==> config.mk <==
export PLATFORM = sky130hd
export DESIGN_NAME = owm_master
export DESIGN_NICKNAME = d
export VERILOG_FILES = /design/src/rtl/owm_pkg.sv /design/src/rtl/owm_deglitch.sv /design/src/rtl/owm_seq.sv /design/src/rtl/owm_master.sv
export SDC_FILE = /design/constraint.sdc
export NUM_CORES = 1
export LEC_CHECK = 0
export ABC_AREA = 1
export BUFFER_PORTS_ARGS = -buffer_cell sky130_fd_sc_hd__buf_2
export CORE_ASPECT_RATIO = 0.75
export CORE_MARGIN = 2
export CORE_UTILIZATION = 59
export CTS_BUF_LIST = sky130_fd_sc_hd__clkbuf_8
export DETAILED_ROUTE_END_ITERATION = 7
export GPL_TIMING_DRIVEN = 1
export PLACE_DENSITY = 0.89
export SYNTH_ARGS = -nofsm -noshare
export SYNTH_HDL_FRONTEND = slang
export SYNTH_HIERARCHICAL = 1
export SYNTH_SLANG_ARGS = --single-unit
==> constraint.sdc <==
create_clock -name clk -period 3.4 [get_ports clk]
set_input_delay 0.17 -clock clk [delete_from_list [all_inputs] [get_ports clk]]
set_output_delay 0.17 -clock clk [all_outputs]
set_load 0.01 [all_outputs]
==> src/rtl/owm_pkg.sv <==
package owm_pkg;
  localparam logic [1:0] OP_RESET = 2'b00;
  localparam logic [1:0] OP_WRITE = 2'b01;

  typedef enum logic [1:0] {
    ST_IDLE   = 2'd0,
    ST_RST_LO = 2'd1,
    ST_RST_HI = 2'd2,
    ST_SLOT   = 2'd3
  } owm_state_t;
endpackage

==> src/rtl/owm_deglitch.sv <==
module owm_deglitch #(
  parameter int FULL_LAT = 6,
  parameter int BYP_LAT  = 3
) (
  input  logic clk,
  input  logic rst_n,
  input  logic tick_en,
  input  logic bypass,
  input  logic raw_in,
  output logic clean_out
);
  localparam int CW = $clog2(FULL_LAT + 1);
  localparam logic [CW-1:0] FULL_LAST = CW'(FULL_LAT - 1);
  localparam logic [CW-1:0] BYP_LAST  = CW'(BYP_LAT - 1);

  logic [CW-1:0] run_q;
  logic [CW-1:0] last;

  assign last = bypass ? BYP_LAST : FULL_LAST;

  always_ff @(posedge clk) begin
    if (!rst_n) begin
      run_q     <= '0;
      clean_out <= 1'b1;
    end else if (tick_en) begin
      if (raw_in == clean_out) begin
        run_q <= '0;
      end else if (run_q >= last) begin
        run_q     <= '0;
        clean_out <= raw_in;
      end else begin
        run_q <= run_q + 1'b1;
      end
    end
  end
endmodule

==> src/rtl/owm_seq.sv <==
module owm_seq
  import owm_pkg::*;
#(
  parameter int TW = 10
) (
  input  logic          clk,
  input  logic          rst_n,
  input  logic          tick_en,
  input  logic          start,
  input  logic [1:0]    op,
  input  logic          wr_bit,
  input  logic [TW-1:0] cfg_slot,
  input  logic [TW-1:0] cfg_low0,
  input  logic [TW-1:0] cfg_low1,
  input  logic [TW-1:0] cfg_rst_lo,
  input  logic [TW-1:0] cfg_rst_hi,
  input  logic [TW-1:0] cfg_pres_samp,
  input  logic [TW-1:0] cfg_rd_samp,
  input  logic          line_clean,
  output logic          line_pull,
  output logic          busy,
  output logic          done,
  output logic          rd_bit,
  output logic          presence
);
  localparam int XW = TW + 1;

  owm_state_t    st_q;
  logic [TW-1:0] cnt_q;
  logic          is_rd_q;
  logic          bit_q;
  logic [TW-1:0] low_sel;
  logic [XW-1:0] rd_point;

  assign low_sel  = (is_rd_q || bit_q) ? cfg_low1 : cfg_low0;
  assign rd_point = XW'(cfg_low1) + XW'(cfg_rd_samp) + XW'(1);
  assign busy     = (st_q != ST_IDLE);

  always_comb begin
    unique case (st_q)
      ST_RST_LO: line_pull = 1'b1;
      ST_SLOT:   line_pull = (cnt_q <= low_sel);
      default:   line_pull = 1'b0;
    endcase
  end

  always_ff @(posedge clk) begin
    if (!rst_n) begin
      st_q     <= ST_IDLE;
      cnt_q    <= '0;
      is_rd_q  <= 1'b0;
      bit_q    <= 1'b0;
      done     <= 1'b0;
      rd_bit   <= 1'b0;
      presence <= 1'b0;
    end else begin
      done <= 1'b0;
      unique case (st_q)
        ST_IDLE: begin
          if (start) begin
            cnt_q   <= '0;
            is_rd_q <= op[1];
            bit_q   <= wr_bit;
            st_q    <= (op == OP_RESET) ? ST_RST_LO : ST_SLOT;
          end
        end
        ST_RST_LO: begin
          if (tick_en) begin
            if (cnt_q == cfg_rst_lo) begin
              cnt_q <= '0;
              st_q  <= ST_RST_HI;
            end else begin
              cnt_q <= cnt_q + 1'b1;
            end
          end
        end
        ST_RST_HI: begin
          if (tick_en) begin
            if (cnt_q == cfg_pres_samp) presence <= ~line_clean;
            if (cnt_q == cfg_rst_hi) begin
              st_q <= ST_IDLE;
              done <= 1'b1;
            end else begin
              cnt_q <= cnt_q + 1'b1;
            end
          end
        end
        ST_SLOT: begin
          if (tick_en) begin
            if (is_rd_q && (XW'(cnt_q) == rd_point)) rd_bit <= line_clean;
            if (cnt_q == cfg_slot) begin
              st_q <= ST_IDLE;
              done <= 1'b1;
            end else begin
              cnt_q <= cnt_q + 1'b1;
            end
          end
        end
        default: st_q <= ST_IDLE;
      endcase
    end
  end
endmodule

==> src/rtl/owm_master.sv <==
module owm_master #(
  parameter int TW       = 10,
  parameter int FULL_LAT = 6,
  parameter int BYP_LAT  = 3
) (
  input  logic          clk,
  input  logic          rst_n,
  input  logic          tick_en,
  input  logic          cmd_valid,
  output logic          cmd_ready,
  input  logic [1:0]    cmd_op,
  input  logic          cmd_bit,
  input  logic [TW-1:0] cfg_slot,
  input  logic [TW-1:0] cfg_low0,
  input  logic [TW-1:0] cfg_low1,
  input  logic [TW-1:0] cfg_rst_lo,
  input  logic [TW-1:0] cfg_rst_hi,
  input  logic [TW-1:0] cfg_pres_samp,
  input  logic [TW-1:0] cfg_rd_samp,
  input  logic          deglitch_bypass,
  input  logic          line_in,
  output logic          line_pull,
  output logic          busy,
  output logic          done,
  output logic          rd_bit,
  output logic          presence
);
  logic line_clean;
  logic accept;

  assign cmd_ready = ~busy;
  assign accept    = cmd_valid & cmd_ready;

  owm_deglitch #(
    .FULL_LAT (FULL_LAT),
    .BYP_LAT  (BYP_LAT)
  ) u_filt (
    .clk       (clk),
    .rst_n     (rst_n),
    .tick_en   (tick_en),
    .bypass    (deglitch_bypass),
    .raw_in    (line_in),
    .clean_out (line_clean)
  );

  owm_seq #(
    .TW (TW)
  ) u_seq (
    .clk           (clk),
    .rst_n         (rst_n),
    .tick_en       (tick_en),
    .start         (accept),
    .op            (cmd_op),
    .wr_bit        (cmd_bit),
    .cfg_slot      (cfg_slot),
    .cfg_low0      (cfg_low0),
    .cfg_low1      (cfg_low1),
    .cfg_rst_lo    (cfg_rst_lo),
    .cfg_rst_hi    (cfg_rst_hi),
    .cfg_pres_samp (cfg_pres_samp),
    .cfg_rd_samp   (cfg_rd_samp),
    .line_clean    (line_clean),
    .line_pull     (line_pull),
    .busy          (busy),
    .done          (done),
    .rd_bit        (rd_bit),
    .presence      (presence)
  );
endmodule

## Word level (Yosys, flattened, before mapping)

Cells that the tools add are included.
W data, S select, Z words.

| operators by class | value |
|---|---|
| add/sub/neg operators | 4 |
| order comparisons | 2 |
| eq/ne operators | 18 |
| mux-type cells | 27 |
| bitwise gates (word level) | 4 |
| reduce and logical (&&, ||, !) cells | 11 |

Operators with widths:

| cell | number |
|---|---|
| $mux W10 | 8 |
| $eq A10 B10 Y1 | 4 |
| $pmux W10 S4 | 1 |
| $mux W2 | 8 |
| $ne A2 B2 Y1 const B | 6 |
| $add A10 B10 Y11 | 1 |
| $add A11 B1 Y11 const B | 1 |
| $eq A10 B11 Y1 | 1 |
| $add A10 B1 Y10 const B | 1 |
| $le A10 B10 Y1 | 1 |
| $mux W3 | 3 |
| $reduce_and A3 Y1 | 3 |
| $pmux W2 S4 | 1 |
| $reduce_and A7 Y1 | 1 |
| $ne A2 B1 Y1 const B | 3 |
| $reduce_and A6 Y1 | 1 |
| $eq A2 B2 Y1 const B | 2 |
| $logic_not A2 Y1 | 2 |
| $mux W1 | 4 |
| $pmux W1 S2 | 2 |
| $add A3 B1 Y3 const B | 1 |
| $ge A3 B3 Y1 | 1 |
| $not A1 Y1 | 3 |
| $eq A2 B1 Y1 const B | 1 |
| other kinds (6) | 6 |

| storage, ports and cells | value |
|---|---|
| flip-flop bits (word level) | 21 |
| input port bits | 79 |
| output and inout port bits | 6 |
| logic and storage cells | 75 |

## Logic depth before layout (Yosys ltp)

| depth | value |
|---|---|
| depth after elaboration | 5 |
| gate-level depth with buffers | 17 |
| gate-level depth less buffers | 17 |

## Modules after synthesis

Netlist, hierarchy kept.

Modules (own cells, without submodules):

| module | instances | cells each | area an instance (µm²) | sequential area each (µm²) |
|---|---|---|---|---|
| owm_seq | 1 | 469 | 2747.6 | 340.3 |
| owm_deglitch | 1 | 41 | 271.5 | 80.1 |
| owm_master | 1 | 3 | 13.8 | 0.0 |

## Worst setup path before layout

Ideal clock, no wire load.

| timing path | value |
|---|---|
| kind | flip-flop to output port |
| start point | reg u_seq.bit_q |
| end point | out line_pull |
| arrival | 1.926 ns |
| data required time | 3.230 ns |
| setup slack | 1.304 ns |
| cell stages (with the launch flop) | 10 |
| buffers on the path | 1 |
| path through | dfxtp_1 > nor2_1 > buf_1 > mux2i_1 > ha_1 > nand2_1 > nor2_1 > o211ai_1 > o2111ai_1 > a31oi_1 |

| between the ends | value |
|---|---|
| longest elaborated chain between the ends | 4 |

Ends and longest elaborated chain:

| what | line | RTL |
|---|---|---|
| from (decl) | owm_seq.sv:31 | `logic bit_q;` |
| from (signal assigned) | owm_seq.sv:63 | `bit_q <= wr_bit;` |
| $logic_or A1 B1 Y1 | owm_seq.sv:35 | `assign low_sel = (is_rd_q \|\| bit_q) ? cfg_low1 : cfg_low0;` |
| $mux W10 | owm_seq.sv:35 |  |
| $le A10 B10 Y1 | owm_seq.sv:42 | `ST_SLOT: line_pull = (cnt_q <= low_sel);` |
| $pmux W1 S2 | owm_seq.sv:40 | `unique case (st_q)` |
| to (decl) | owm_master.sv:22 | `output logic line_pull,` |

No other way between the ends.

## Final worst setup path

| timing path | value |
|---|---|
| start point | reg u_seq.is_rd_q |
| end point | out line_pull |

| between the ends | value |
|---|---|
| longest elaborated chain between the ends | 4 |

Ends and longest elaborated chain:

| what | line | RTL |
|---|---|---|
| from (decl) | owm_seq.sv:30 | `logic is_rd_q;` |
| from (signal assigned) | owm_seq.sv:62 | `is_rd_q <= op[1];` |
| $logic_or A1 B1 Y1 | owm_seq.sv:35 |  |
| $mux W10 | owm_seq.sv:35 |  |
| $le A10 B10 Y1 | owm_seq.sv:42 |  |
| $pmux W1 S2 | owm_seq.sv:40 |  |

No other way between the ends.

==> results.md <==
- Status: complete, no violations
- CTS Buffer Depth: 2
- Worst setup startpoint: u_seq/is_rd_q
- Worst reg2reg setup slack: 1.33 ns
- DRC viols: 0
- Number of synthesized register bits: 21
- Via density per instance: 5.339
- Final Util: 69.96%
- Io pins: 85
- Root Buffer: clkbuf_8
- Required time worst endpoint: 3.23 ns
- Fill count: 441
- First-pass GRT wire length: 13,400 um
- Layout cell share with drive strength beyond 1: 18.26%
- Slew HR: 56.38%
- Clock network latency to the later pin of the worst-skew pair: 0.25 ns
- Crit path time final: 2.402 ns
- Largest area contributor in the netlist: nand2_1
- Combinational power share: 60.6%
- Worst setup path class: reg -> out
- Syn Std Cell Area: 3033 um2
- Switching Fraction: 49.57%
- HP Class: in -> reg
- Final instance area: 3447 um2
- H-tree depth: 1
- Core Region: 4927 um2
- Largest cells by area after synthesis: nand2_1 18%, dfxtp_1 14%, ha_1 10%
- Post-route worst setup slack: 0.9979 ns
- RSZ-0062 raised after global routing: false
- Clock skew: 0.003768 ns
- HPWL after detailed placement: 6847 um
- Worst setup path endpoint: line_pull
- Initial antenna violation count: 0
- R2R cell count: 12
- Total Power: 1.318 mW
- Final setup fails: 0
- Final Hold Viols: 0
- Yosys warns: 6
- Nets: 692
- GRT Overall Usage: 29.14%
- R2R Path Start: u_seq/cnt_q[8]
- Fmax: 0.4163 GHz
- Initial Utilization: 61.55%
- Final WL: 8405 um
- Internal power: 664.7 uW
- Final GP Congestion: 0.9567
- DIE AREA: 5736 um2
- Pwr/cell area: 382.4 nW/um2
- Number of port buffers: 84
- Number of global-route vias before repair: 3,050
- Post-synth top area share: 18.19%
- CP startpoint kind: flip-flop
- Diode count: 0
- Synth Instances: 513
- Drt pass-1 iters: 5
- Max Transition Viols Final: 0
- Post-place setup slack: 1.315 ns
- DRT iter0 DRCs: 280
- LEAKAGE: 1.977 nW
- CTS tree: yes
- Wire per inst: 13.01 um
- Setup_tns: 0 ns
- Cts hold-fix bufs: 0
- Die Ht: 66.09 um
- Via Count: 3,449
- Post-CTS sizing: 0
- Num rows: 22
- Clock Sinks: 21
- Worst-path clk slew: 0.07 ns
- Clk pwr share: 11.8%
- Placed cell area: 3402 um2
- Maxcap violations: 0
- Netlist cell types: 36
- Post-Syn Area per Cell: 5.912 um2
- Net Switching: 653.4 uW
- Syn nets: 618
- Post-CTS Setup Bufs: 0
- Num CTS Buffers: 3
- Maximum VDD drop: 0.0003003 V
- Sequential power share: 27.5%
- P&R area growth vs syn: 13.66%
- FF-to-FF End: u_seq/cnt_q[9]
- Total congestion overflow: 0
- Worst path arrival time: 2.23 ns
- Crit path max fanout: 11
- Seq/Total Area, Yosys: 13.86%
- Number of routed nets with antenna violations: 0
- Fin crit share: 70.65%
- Die X-Extent: 86.79 um
- Largest net degree at the start of global routing: 17
- Worst Tran Pin Value: 0.6533 ns
- CP Capture Type: output pin
==> worst min path at each step <==
stage	start	end	slack [ns]	cells after the start
detailed placement	cmd_bit	u_seq/bit_q	0.45	3
global route	cmd_bit	u_seq/bit_q	0.20	3
global placement	cmd_bit	u_seq/bit_q	0.44	3
floorplan	rst_n	u_filt/clean_out	0.25	1
finish	cmd_bit	u_seq/bit_q	0.19	3
CTS	cmd_bit	u_seq/bit_q	0.18	3
==> critical path: stages (launching register included) <==
cell and delay (ns):
dfxtp_1 0.33, nor2_1 0.08, buf_4 0.23, mux2i_1 0.29, ha_1 0.30, inv_1 0.08, nor2_1 0.04, o211ai_1 0.16
o2111ai_1 0.13, a31oi_1 0.16, buf_2 0.16
==> synth_stat cells (all sizes together) <==
cell / instances
a21oi: 28
a31oi: 1
buf: 15
clkbuf: 1
clkinv: 1
dfxtp: 21
fa: 1
ha: 25
inv: 76
mux2i: 9
nand2: 149
nand2b: 2
nand3: 44
nand3b: 2
nand4: 9
nor2: 69
nor3: 6
nor4: 1
o2111ai: 2
o211ai: 1
o21ai: 13
o21bai: 1
o22ai: 2
xnor2: 14
xor2: 20
==> through the flow <==
| step | cells | hold slack (ns) |
|---|---|---|
| detailed placement | 642 | 0.4515 |
| CTS | 646 | 0.1809 |
| global placement | 642 | 0.4413 |
| finish | 646 | 0.1861 |
| floorplan | 513 | 0.2546 |
| global route | 646 | 0.1999 |
==> power by group through the flow <==
stage	registers (mW)	logic [mW]	clock network, mW
3_5_place_dp	0.367	0.780	0
2_1_floorplan	0.302	0.656	0
6_report	0.363	0.799	0.156
3_3_place_gp	0.365	0.758	0
5_1_grt	0.370	0.890	0.175
4_1_cts	0.361	0.785	0.161
==> metal layers <==
layer	global-route usage (%)	share of wire, %	wire (um)	vias to the layer above
li1	-	-	-	1767
met1	39.98	46	3883	1510
met2	46.95	43	3612	166
met3	6.492	10	845	6
met4	5.664	0.75	63	0
met5	0	0	0	-
==> area by class of cell <==
| type | instances | area, um2 | share of cell area [%] |
|---|---|---|---|
| multi-input cells | 399 | 2187 | 63.45 |
| repair buffers | 85 | 427.9 | 12.41 |
| clock buffers | 3 | 41.29 | 1.198 |
| inverters | 77 | 291.5 | 8.457 |
| well taps | 60 | 75.07 | 2.178 |
| flip-flops and latches | 21 | 420.4 | 12.20 |
| clock inverters | 1 | 3.754 | 0.1089 |
==> registers in the layout, indices dropped and copies added (netlist names) <==
register / flops
u_seq/st_q: 2
u_seq/presence: 1
u_seq/is_rd_q: 1
u_seq/bit_q: 1
u_filt/run_q: 3
u_seq/cnt_q: 10
u_seq/done: 1
u_filt/clean_out: 1
u_seq/rd_bit: 1
==> cell usage in the layout, fill, tap and decap left out <==
cell type,n
nand3_1,44
o2111ai_1,2
o22ai_1,2
nor2_1,64
xor2_1,20
o21bai_1,1
buf_2,84
o21ai_0,11
inv_4,1
fa_1,1
inv_2,5
nor2_2,5
clkinv_1,1
nand3b_1,2
ha_1,25
nand2_2,2
o21ai_1,1
inv_1,71
a21oi_1,26
xnor2_1,14
o211ai_1,1
a21oi_2,2
a31oi_1,1
mux2i_1,9
clkbuf_8,3
dfxtp_1,21
nand4_1,9
nand2_1,147
buf_4,1
nand2b_1,2
nor3_2,3
o21ai_4,1
nor3_1,3
nor4_1,1
==> cell families (layout without fill, tap and decap cells) <==
family,count (synthesis),in the layout,share of synthesized area (%)
AO/OA/AOI/OAI,48,48,9.076
XOR/XNOR,34,34,9.819
adder cells (fa/ha/maj),26,26,10.97
buffers and inverters,93,166,14.03
flip-flops,21,21,13.86
multiplexers,9,9,2.970
AND/OR/NAND/NOR,282,282,39.27
No activity file was read; power rests on OpenSTA's default activity.
